## config.mk

```make
export PLATFORM = sky130hd
export DESIGN_NAME = rtt_turnaround
export DESIGN_NICKNAME = d
export VERILOG_FILES = /design/src/rtl/rtt_pkg.sv /design/src/rtl/rtt_countdown.sv /design/src/rtl/rtt_bank_table.sv /design/src/rtl/rtt_turnaround.sv
export SDC_FILE = /design/constraint.sdc
export NUM_CORES = 1
export LEC_CHECK = 0
export BUFFER_PORTS_ARGS = -buffer_cell sky130_fd_sc_hd__buf_4
export CORE_MARGIN = 2
export CORE_UTILIZATION = 45
export DETAILED_ROUTE_END_ITERATION = 8
export PLACE_DENSITY = 0.66
export SYNTH_ARGS = -nofsm -noshare
export SYNTH_HDL_FRONTEND = slang
export SYNTH_SLANG_ARGS = --single-unit
```

## constraint.sdc

```tcl
create_clock -name clk -period 3 [get_ports clk]
set_input_delay 0.45 -clock clk [delete_from_list [all_inputs] [get_ports clk]]
set_output_delay 0.45 -clock clk [all_outputs]
set_load 0.05 [all_outputs]
```

## src/rtl/rtt_pkg.sv

```systemverilog
package rtt_pkg;

    typedef enum logic [2:0] {
        CMD_NOP   = 3'd0,
        CMD_ACT   = 3'd1,
        CMD_READ  = 3'd2,
        CMD_WRITE = 3'd3,
        CMD_PRE   = 3'd4,
        CMD_BST   = 3'd5
    } cmd_e;

    typedef enum logic [1:0] {
        ST_IDLE,
        ST_PRE_WAIT,
        ST_WR_WAIT,
        ST_DONE
    } st_e;

endpackage

```

## src/rtl/rtt_countdown.sv

```systemverilog
module rtt_countdown #(
    parameter int CNT_W = 4
) (
    input  logic             clk,
    input  logic             rst_n,
    input  logic             load_i,
    input  logic [CNT_W-1:0] load_val_i,
    output logic             zero_o
);
    logic [CNT_W-1:0] cnt_d, cnt_q;

    always_comb begin
        cnt_d = cnt_q;
        if (load_i)
            cnt_d = load_val_i;
        else if (cnt_q != '0)
            cnt_d = cnt_q - 1'b1;
    end

    always_ff @(posedge clk or negedge rst_n) begin
        if (!rst_n) cnt_q <= '0;
        else        cnt_q <= cnt_d;
    end

    assign zero_o = (cnt_q == '0);

    // an interval shrinks by one per cycle, never skips
    a_r6_count_steps: assert property (@(posedge clk) disable iff (!rst_n)
        (!load_i && !zero_o) |=> (cnt_q == $past(cnt_q) - 1'b1));

endmodule

```

## src/rtl/rtt_bank_table.sv

```systemverilog
module rtt_bank_table import rtt_pkg::*; #(
    parameter int NUM_BANKS = 4,
    parameter int ROW_W     = 13,
    parameter int BANK_W    = 2
) (
    input  logic                             clk,
    input  logic                             rst_n,
    input  cmd_e                             cmd_i,
    input  logic [BANK_W-1:0]                bank_i,
    input  logic [ROW_W-1:0]                 row_i,
    output logic [NUM_BANKS-1:0]             open_o,
    output logic [NUM_BANKS-1:0][ROW_W-1:0]  row_o
);
    logic [NUM_BANKS-1:0]            open_d, open_q;
    logic [NUM_BANKS-1:0][ROW_W-1:0] row_d, row_q;

    always_comb begin
        open_d = open_q;
        row_d  = row_q;
        for (int i = 0; i < NUM_BANKS; i++) begin
            if (bank_i == BANK_W'(i)) begin
                if (cmd_i == CMD_ACT) begin
                    open_d[i] = 1'b1;
                    row_d[i]  = row_i;
                end else if (cmd_i == CMD_PRE) begin
                    open_d[i] = 1'b0;
                end
            end
        end
    end

    always_ff @(posedge clk or negedge rst_n) begin
        if (!rst_n) begin
            open_q <= '0;
            row_q  <= '0;
        end else begin
            open_q <= open_d;
            row_q  <= row_d;
        end
    end

    assign open_o = open_q;
    assign row_o  = row_q;

    // a read only ever goes to the row that is open in its bank
    a_r2_read_hits_open: assert property (@(posedge clk) disable iff (!rst_n)
        (cmd_i == CMD_READ) |-> (open_q[bank_i] && row_q[bank_i] == row_i));

    // activate only an idle bank
    a_r6_act_on_idle: assert property (@(posedge clk) disable iff (!rst_n)
        (cmd_i == CMD_ACT) |-> !open_q[bank_i]);

    // precharge only a bank that is open
    a_r7_pre_on_open: assert property (@(posedge clk) disable iff (!rst_n)
        (cmd_i == CMD_PRE) |-> open_q[bank_i]);

endmodule

```

## src/rtl/rtt_turnaround.sv

```systemverilog
module rtt_turnaround import rtt_pkg::*; #(
    parameter int NUM_BANKS = 4,
    parameter int ROW_W     = 13,
    parameter int CAS_LAT   = 3,
    parameter int BURST_LEN = 4,
    parameter int T_BSTW    = 4,
    parameter int T_RP      = 3,
    parameter int T_RCD     = 3,
    localparam int BANK_W   = (NUM_BANKS > 1) ? $clog2(NUM_BANKS) : 1
) (
    input  logic              clk,
    input  logic              rst_n,
    input  logic              rd_req,
    input  logic [BANK_W-1:0] rd_bank,
    input  logic [ROW_W-1:0]  rd_row,
    input  logic              wr_req,
    input  logic [BANK_W-1:0] wr_bank,
    input  logic [ROW_W-1:0]  wr_row,
    output logic [2:0]        cmd,
    output logic [BANK_W-1:0] cmd_bank,
    output logic [ROW_W-1:0]  cmd_addr,
    output logic              wr_ready
);
    localparam int RD_SPAN = CAS_LAT + BURST_LEN / 2;
    localparam int MAX_A   = (RD_SPAN > T_BSTW) ? RD_SPAN : T_BSTW;
    localparam int MAX_B   = (T_RP > T_RCD) ? T_RP : T_RCD;
    localparam int MAX_T   = (MAX_A > MAX_B) ? MAX_A : MAX_B;
    localparam int CNT_W   = $clog2(MAX_T + 1);

    generate
        if (T_BSTW < CAS_LAT) begin : g_bad_bstw
            $error("T_BSTW must not be shorter than CAS_LAT");
        end
        if (T_BSTW < 1 || T_RP < 1 || T_RCD < 1) begin : g_bad_zero
            $error("timing parameters must be at least one cycle");
        end
    endgenerate

    typedef struct packed {
        st_e               st;
        cmd_e              cmd;
        logic [BANK_W-1:0] bank;
        logic [ROW_W-1:0]  addr;
        logic              ready;
        logic [BANK_W-1:0] tbank;
        logic [ROW_W-1:0]  trow;
        logic              rd_live;
        logic [BANK_W-1:0] rbank;
    } ctl_t;

    ctl_t ctl_d, ctl_q;

    logic             wait_ld, tat_ld;
    logic [CNT_W-1:0] wait_val, tat_val;
    logic             wait_zero, tat_zero;

    logic [NUM_BANKS-1:0]            bank_open;
    logic [NUM_BANKS-1:0][ROW_W-1:0] bank_row;
    logic wr_hit, rd_hit;

    assign wr_hit = bank_open[wr_bank] && (bank_row[wr_bank] == wr_row);
    assign rd_hit = bank_open[rd_bank] && (bank_row[rd_bank] == rd_row);

    always_comb begin
        ctl_d       = ctl_q;
        ctl_d.cmd   = CMD_NOP;
        ctl_d.ready = 1'b0;
        wait_ld     = 1'b0;
        wait_val    = '0;
        tat_ld      = 1'b0;
        tat_val     = '0;
        if (ctl_q.rd_live && tat_zero)
            ctl_d.rd_live = 1'b0;

        case (ctl_q.st)
            ST_IDLE: begin
                if (wr_req) begin
                    ctl_d.tbank = wr_bank;
                    ctl_d.trow  = wr_row;
                    if (wr_hit) begin
                        if (ctl_q.rd_live) begin
                            ctl_d.cmd     = CMD_BST;
                            ctl_d.bank    = ctl_q.rbank;
                            tat_ld        = 1'b1;
                            tat_val       = CNT_W'(T_BSTW - 1);
                            ctl_d.rd_live = 1'b0;
                        end
                        wait_ld  = 1'b1;
                        ctl_d.st = ST_WR_WAIT;
                    end else if (bank_open[wr_bank]) begin
                        ctl_d.cmd  = CMD_PRE;
                        ctl_d.bank = wr_bank;
                        wait_ld    = 1'b1;
                        wait_val   = CNT_W'(T_RP - 1);
                        ctl_d.st   = ST_PRE_WAIT;
                        if (ctl_q.rd_live && ctl_q.rbank == wr_bank) begin
                            tat_ld        = 1'b1;
                            tat_val       = CNT_W'(T_BSTW - 1);
                            ctl_d.rd_live = 1'b0;
                        end
                    end else begin
                        ctl_d.cmd  = CMD_ACT;
                        ctl_d.bank = wr_bank;
                        ctl_d.addr = wr_row;
                        wait_ld    = 1'b1;
                        wait_val   = CNT_W'(T_RCD - 1);
                        ctl_d.st   = ST_WR_WAIT;
                    end
                end else if (rd_req && rd_hit) begin
                    ctl_d.cmd     = CMD_READ;
                    ctl_d.bank    = rd_bank;
                    ctl_d.addr    = rd_row;
                    ctl_d.rd_live = 1'b1;
                    ctl_d.rbank   = rd_bank;
                    tat_ld        = 1'b1;
                    tat_val       = CNT_W'(RD_SPAN - 1);
                end
            end
            ST_PRE_WAIT: begin
                if (wait_zero) begin
                    ctl_d.cmd  = CMD_ACT;
                    ctl_d.bank = ctl_q.tbank;
                    ctl_d.addr = ctl_q.trow;
                    wait_ld    = 1'b1;
                    wait_val   = CNT_W'(T_RCD - 1);
                    ctl_d.st   = ST_WR_WAIT;
                end
            end
            ST_WR_WAIT: begin
                if (wait_zero && tat_zero) begin
                    ctl_d.cmd   = CMD_WRITE;
                    ctl_d.bank  = ctl_q.tbank;
                    ctl_d.addr  = ctl_q.trow;
                    ctl_d.ready = 1'b1;
                    ctl_d.st    = ST_DONE;
                end
            end
            default: ctl_d.st = ST_IDLE;
        endcase
    end

    always_ff @(posedge clk or negedge rst_n) begin
        if (!rst_n) ctl_q <= '0;
        else        ctl_q <= ctl_d;
    end

    rtt_countdown #(.CNT_W(CNT_W)) u_wait (
        .clk(clk), .rst_n(rst_n), .load_i(wait_ld), .load_val_i(wait_val), .zero_o(wait_zero)
    );

    rtt_countdown #(.CNT_W(CNT_W)) u_tat (
        .clk(clk), .rst_n(rst_n), .load_i(tat_ld), .load_val_i(tat_val), .zero_o(tat_zero)
    );

    rtt_bank_table #(.NUM_BANKS(NUM_BANKS), .ROW_W(ROW_W), .BANK_W(BANK_W)) u_banks (
        .clk(clk), .rst_n(rst_n), .cmd_i(ctl_d.cmd), .bank_i(ctl_d.bank), .row_i(ctl_d.addr),
        .open_o(bank_open), .row_o(bank_row)
    );

    assign cmd      = ctl_q.cmd;
    assign cmd_bank = ctl_q.bank;
    assign cmd_addr = ctl_q.addr;
    assign wr_ready = ctl_q.ready;

    // handshake coincides with the write command
    a_r9_ready_marks_write: assert property (@(posedge clk) disable iff (!rst_n)
        wr_ready |-> (cmd == CMD_WRITE));

    // handshake is a single-cycle pulse
    a_r9_ready_pulse: assert property (@(posedge clk) disable iff (!rst_n)
        wr_ready |=> !wr_ready);

    // the cycle after a burst stop carries NOP unless the interval is one
    a_r3_bst_gap: assert property (@(posedge clk) disable iff (!rst_n)
        (cmd == CMD_BST) |=> (T_BSTW == 1 || cmd == CMD_NOP));

    // a colliding read never wins
    a_r10_write_wins: assert property (@(posedge clk) disable iff (!rst_n)
        (ctl_q.st == ST_IDLE && wr_req && rd_req) |=> (cmd != CMD_READ));

endmodule

```

==> results of run 1 <==
final cells by class:
type                            count  area, µm²
Timing Repair Buffer              140       1190
Inverter                           15       56.3
Clock inverter                      5       35.0
Multi-Input combinational cell    351       3240
Sequential cell                   101       2530
Tap cell                          172        215
Fill cell                        1041       5100
Clock buffer                       11        253
cells in the final DEF (no fill, tap or decap), types with 6 or more instances in the layout:
cell type,n
buf_4,121
dfrtp_1,101
nand2_1,58
mux2_2,34
mux4_2,24
xnor2_1,22
mux2_4,18
inv_1,15
nor2_1,14
mux2i_1,12
o21ai_2,12
buf_6,12
a21oi_1,11
a221oi_1,10
and2_1,9
clkbuf_16,9
xor2_1,8
a22oi_1,8
o21ai_0,7
o21ai_1,7
nand2b_1,6
mux2_1,6
buf_12,6
cells by family (layout without fill, tap and decap cells):
group,after synthesis,after routing,synth area share
mux,94,94,0.231
compound gates,97,97,0.116
simple gates,122,122,0.104
flops,101,101,0.433
fa+ha+maj,4,4,0.00858
xor+xnor,34,34,0.0511
buf+inv,58,171,0.0560
through the flow:
stage	total power, µW	instances
2_1_floorplan	4850	510
3_3_place_gp	5930	771
3_5_place_dp	6060	771
4_1_cts	7380	794
5_1_grt	7950	795
6_report	7510	795
critical path, cell delays in order (launching register included):
cell	delay, ns
dfrtp_1	0.39
mux4_2	0.48
xor2_1	0.15
or4_4	0.56
a21oi_4	0.21
a2111oi_2	0.11
a211oi_2	0.25
o31ai_4	0.15
buf_4	0.16
buf_6	0.11
nand3_4	0.10
buf_12	0.15
mux2_2	0.33
sequential cells by signal, summed over array words and instances, names as in the netlist:
| name | flops |
|---|---|
| u_banks.row_o | 52 |
| ctl_q | 20 |
| cmd_addr | 13 |
| u_banks.open_o | 4 |
| cmd | 3 |
| u_tat.cnt_q | 3 |
| u_wait.cnt_q | 3 |
| cmd_bank | 2 |
| wr_ready | 1 |
power groups by stage:
stage	Clock, µW	Combinational (µW)	Sequential [µW]
2_1_floorplan	0	2620	2230
3_3_place_gp	0	3570	2360
3_5_place_dp	0	3680	2380
4_1_cts	1160	3860	2360
5_1_grt	1210	4290	2450
6_report	1140	3990	2370
worst min-delay path by stage:
stage,cells after the start,end
3_3_place_gp,2,ctl_q[8]$_DFFE_PN0P_
5_1_grt,3,ctl_q[12]$_DFFE_PN0P_
2_1_floorplan,0,cmd[0]$_DFF_PN0_
6_report,1,ctl_q[6]$_DFFE_PN0P_
3_5_place_dp,2,ctl_q[14]$_DFFE_PN0P_
4_1_cts,1,wr_ready$_DFF_PN0_
per-layer routing:
layer / vias to the layer above / wire length, µm / track usage
met5: - / 0 / 0
met3: 30 / 952 / 0.0455
li1: 2057 / - / -
met4: 0 / 386 / 0.0881
met2: 172 / 8450 / 0.418
met1: 2361 / 7150 / 0.329
repair_timing:
item | in CTS | in global routing
endpoints found under the setup margin | 66 | 72
gates cloned | 1 | 0
pin swaps | 2 | 12
hold buffers | 0 | 0
resized for setup | 19 | 46
setup buffers | 6 | 9
==> results.md, run 1 <==
* Status: finished, violations left
* Failing checks: negative setup slack
* Global-route wire length before repair at 26700 µm
* Switching pwr at 3010 µW
* N_diodes at 0
* Yosys reg bits at 101
* Internal at 4500 µW
* Max rail drop VDD at 479 µV
* Final Worst Setup Slack at -0.266 ns
* Fraction of registers with async set/reset at 1.00
* Detailed-route via count at roughly 4600
* Slew Limit Fails at 0
* Die Height at 118 µm
* Crit Path Category: register to register
* Final Skew at 0.00633 ns
* Post-DP HPWL at about 12000 µm
* Count leader, synth: dfrtp_1
* Final Cycle Share at 1.09
* Logic pwr share at 0.531
* Leakage at about 0.0034 µW
* Final hold viol count at 0
* Predominant post-synthesis flop cell: dfrtp_1
* Critical path endpoint category: register
* Dpl cell area at 6910 µm²
* Total wire length at around 17000 µm
* Crit path capture: u_banks.row_o[14]$_DFFE_PN0P_
* Worst Path Arrival at 3.50 ns
* Crit-path max FO at 7
* Max clock buf depth at 2
* Synth Warn # at 0
* Final Instance Area at 7520 µm²
* Hold_ws at 0.252 ns
* Worst r2r dst: u_banks.row_o[14]$_DFFE_PN0P_
* WL/cell at 21.3 µm
* Ports at 53
* GP Congestion at 0.888
* Die area at between 10000 and 15000 µm²
* Crit start category: register
* Syn Nets at roughly 550
* Row cnt at 41
* Max_cap viols at 0
* Worst Path Required at between 3 and 4 ns
* Drt via density at between 5 and 6
* CTS Buf Count at 9
* Crit path from: u_banks.row_o[49]$_DFFE_PN0P_
* Clock Pin Slew Worst Setup and Hold Paths at 0.07 ns
* Worst slew pin tran at 0.990 ns
* H-tree levels at 3
* Routed Antenna Nets at 0
* Start of the worst register-to-register path: u_banks.row_o[49]$_DFFE_PN0P_
* Clk network pwr share at 0.152
* Seq/Total Area, Yosys at 0.433
* Grt ovf at 0
* Starting DRT DRC Count at 357
* Core ar. at 12600 µm²
* Die W at 118 µm
* CTS tree: yes
* Share of cells above drive strength 1 at 0.456
* Flop2flop setup slack at -0.27 ns
* TNS Setup at -13.00 ns
* Setup violators final at 57
* Clock sinks at about 100
* RSZ-0062 raised after global routing: true
* Fin nets at about 660
* Post-synth EDFFs at 0
* Initial Utilization at 0.462
* Seq pwr share at 0.316
* Vias in the first global route at 4858
* Drt pass-1 iters at 5
* Pre-CTS setup slack at -0.775 ns
* Distinct cells, synth at 56
* Slew HR at 0.340
* Fin util at 0.596
* Synth Cell Area at 5830 µm²
* HP Class: input port to asynchronous set/reset pin
* F_max at ~300 MHz
* Syn Area/Cell at 11.4 µm²
* Root Buffer: clkbuf_16
* Sw Ratio at 0.401
* Port bufs at 52
* Post-synth top area share at 0.433
* Most common library cells after synthesis: 101 x dfrtp_1, 59 x nand2_1, 39 x mux2_2, 26 x xnor2_1, 24 x mux4_2
* Tot GR Track Use at 0.251
* Gate Count Post-Synth at 510
* DRC at 0
* Initial antenna violation count at 0
* Ranking of synthesized cells by area: dfrtp_1 43%, mux4_2 9.3%, mux2_2 7.5%
* Area Overhead vs Synth at 28.9%
* Min Clock Period, post-route at ~3.3 ns
* Clk_lat worst skew at 0.36 ns
* Reg2Reg Depth at 12
* Largest net degree at the start of global routing at 78
* PD cells at 998 nW/µm²
* Synth area leader: dfrtp_1
Note: power is estimated with default switching activity, not from simulation.
==> inputs of run 2 (changes only) <==
--- a/config.mk
+++ b/config.mk
@@ -10,6 +10,7 @@
 export CORE_UTILIZATION = 45
 export DETAILED_ROUTE_END_ITERATION = 8
 export PLACE_DENSITY = 0.66
+export REMOVE_ABC_BUFFERS = 1
 export SYNTH_ARGS = -nofsm -noshare
 export SYNTH_HDL_FRONTEND = slang
 export SYNTH_SLANG_ARGS = --single-unit
==> run 2 against run 1 <==
  * Final area is 1.6% lower
  * Utilization is 0.98 points lower
  * Via count hardly changed
  * Largest cell class unchanged
  * Clock power is essentially flat
  * The run still ends with negative setup slack left
==> results.md, run 2 (synthesis gave the netlist of run 1 again) <==
* F_max at 296 MHz (-3.4%)
* Drt via density at 5.71 (-1.7%)
* Most frequent cells in the layout: 145 x buf_4, 101 x dfrtp_1, 59 x nand2_1, 39 x mux2_2, 25 x xnor2_1
* Initial Utilization at 0.462 (unchanged)
* Leakage at 0.00341 µW (-1.2%)
* Hold_ws at 0.183 ns (-0.0692 ns)
* Final Cycle Share at 1.13 (+0.0385)
* Routed Antenna Nets at 0 (unchanged)
* Final hold viol count at 0 (unchanged)
* Slew HR at 0.477 (+0.136)
* Min Clock Period, post-route at 3.38 ns (+0.116 ns)
* Area Overhead vs Synth at 26.8%
* Most common cell after layout, fill and taps aside: buf_4
* Logic pwr share at 0.527 (-0.004)
* Sw Ratio at 0.396 (-0.00436)
* HP Class: input port to asynchronous set/reset pin
* Final Power at 7460 µW (-0.56%)
* Vias in the first global route at 4876 (+0.37%)
* Total wire length at 16700 µm (-1.4%)
* Worst Path Arrival at 3.62 ns (+0.12 ns)
* Tot GR Track Use at 0.249 (-0.00212)
* Seq pwr share at 0.317 (about the same)
* WP buf/inv at 2 (-1)
* Worst slew pin tran at 0.785 ns (-0.205 ns)
* Starting DRT DRC Count at 233 (-35%)
* Post-DP HPWL at 11900 µm (+0.94%)
* Critical path endpoint category: register
* Max rail drop VDD at 624 µV (+30%)
* Clk network pwr share at 0.156 (+0.004)
* Clock Pin Slew Worst Setup and Hold Paths at 0.07 ns (about the same)
* Drt pass-1 iters at 5 (unchanged)
* Clk_lat worst skew at 0.36 ns (about the same)
* Setup violators final at 62 (+8.8%)
* Port bufs at 52 (unchanged)
* Delay-heaviest family, CP: simple AND/OR/NAND/NOR gates
* Die Height at 118 µm (unchanged)
* Root Buffer: clkbuf_16
* Max clock buf depth at 2 (unchanged)
* N_diodes at 0 (unchanged)
* Crit start category: register
* RSZ-0062 raised after global routing: true
* Switching pwr at 2960 µW (-1.6%)
* Largest register FFs at 52 (unchanged)
* Final Worst Setup Slack at -0.381 ns (-0.116 ns)
* Max_cap viols at 0 (unchanged)
* Largest net degree at the start of global routing at 60 (-23%)
* Fin nets at 670 (+2.1%)
* Fin util at 0.586 (-0.00982)
* H-tree levels at 3 (unchanged)
* Crit-path max FO at 7 (unchanged)
* WL/cell at 20.7 µm (-3.0%)
* CTS Hold Bufs at 0 (unchanged)
* Die area at 13900 µm² (unchanged)
* Critical path's largest stage delay at 0.58 ns (+0.02 ns)
* Slew Limit Fails at 0 (unchanged)
* Worst path cell trace: mux4_2, xor2_1, or4_4, a211oi_1, a21o_1, o21ai_1, a31oi_2, and3b_2, buf_4, buf_12, mux2_2
* Ports at 53 (unchanged)
* Clock sinks at 101 (unchanged)
* Core ar. at 12600 µm² (unchanged)
* Die W at 118 µm (unchanged)
* Initial antenna violation count at 0 (unchanged)
* Crit Path Category: register to register
* CTS tree: yes
* Failing checks: negative setup slack
* Global-route wire length before repair at 26500 µm (-0.80%)
* PD cells at 1010 nW/µm² (+1.1%)
* Row cnt at 41 (unchanged)
* Status: finished, violations left
* Detailed-route via count at 4617 (-0.065%)
* Internal at 4510 µW (+0.17%)
* Critical-path top delay cell: or4_4
* GP Congestion at 0.838 (-5.7%)
* Grt ovf at 0 (unchanged)
* CTS Buf Count at 9 (unchanged)
* DRC at 0 (unchanged)
* Share of cells above drive strength 1 at 0.439 (-0.0172)
* Final Skew at 0.00650 ns (+0.000174 ns)
* Worst Path Required at 3.24 ns (about the same)
-- run 2: cell types whose count changed in the layout (fill, tap and decap cells not counted), moves of 5 or more --
cell,delta
o21ai_0,+5
buf_4,+24
a21oi_1,+5
mux2_2,+5
buf_6,-5
buf_12,-5
mux2_4,-6
-- run 2: final timing paths --
check	start	to	slack, ns	cells past startpoint
worst min-delay path	rst_n	u_wait.cnt_q[0]$_DFFE_PN0P_	0.18	1
max in group asynchronous	rst_n	u_banks.open_o[3]$_DFFE_PN0P_	2.02	2
min in group clk	wr_row[5]	ctl_q[8]$_DFFE_PN0P_	0.32	3
worst max-delay path	u_banks.row_o[36]$_DFFE_PN0P_	u_banks.row_o[41]$_DFFE_PN0P_	-0.38	11
worst min register to register	ctl_q[15]$_DFFE_PN0P_	ctl_q[15]$_DFFE_PN0P_	0.48	2
worst max register to register	u_banks.row_o[36]$_DFFE_PN0P_	u_banks.row_o[41]$_DFFE_PN0P_	-0.38	11
-- run 2: area by class of cell --
cell class / count / area, µm²
well taps: 172 / 215
repair buffers: 154 / 1210
clock inverters: 6 / 63.8
inverters: 15 / 56.3
fillers: 1057 / 5230
flip-flops and latches: 101 / 2530
multi-input cells: 351 / 3090
clock buffers: 9 / 225
-- run 2: repair_timing --
item	CTS	global route
pin swaps	2	1
cloned	1	0
gates resized for setup	19	20
setup buffers	4	1
setup endpoints to repair	63	73
-- run 2: routing by layer --
layer	vias up	wire length [µm]	track usage
li1	2082	-	-
met1	2325	7000	0.323
met2	173	8190	0.408
met3	37	1010	0.0460
met4	0	502	0.105
met5	-	0	0
-- run 2: metrics by stage --
step / setup slack [ns] / instances / area [µm²] / setup TNS (ns)
floorplan: -0.522 / 467 / 5560 / -23.85
finish: -0.381 / 808 / 7390 / -19.31
detailed placement: -0.732 / 787 / 6900 / -42.29
global route: -0.438 / 808 / 7390 / -23.51
global placement: -0.658 / 787 / 6900 / -37.40
CTS: -0.316 / 807 / 7310 / -15.88
-- run 2: power by group through the flow --
stage               logic (µW)  registers (µW)  clock network [µW]
finish                    3930            2370                1160
global route              4230            2440                1230
CTS                       3850            2360                1190
detailed placement        3730            2370                   0
global placement          3630            2350                   0
floorplan                 1940            2620                   0
-- run 2: worst reg2reg max path: stages (launching register included) --
cell,delay (ns)
dfrtp_1,0.40
mux4_2,0.47
xor2_1,0.17
or4_4,0.58
a211oi_1,0.26
a21o_1,0.15
o21ai_1,0.08
a31oi_2,0.32
and3b_2,0.27
buf_4,0.12
buf_12,0.13
mux2_2,0.33
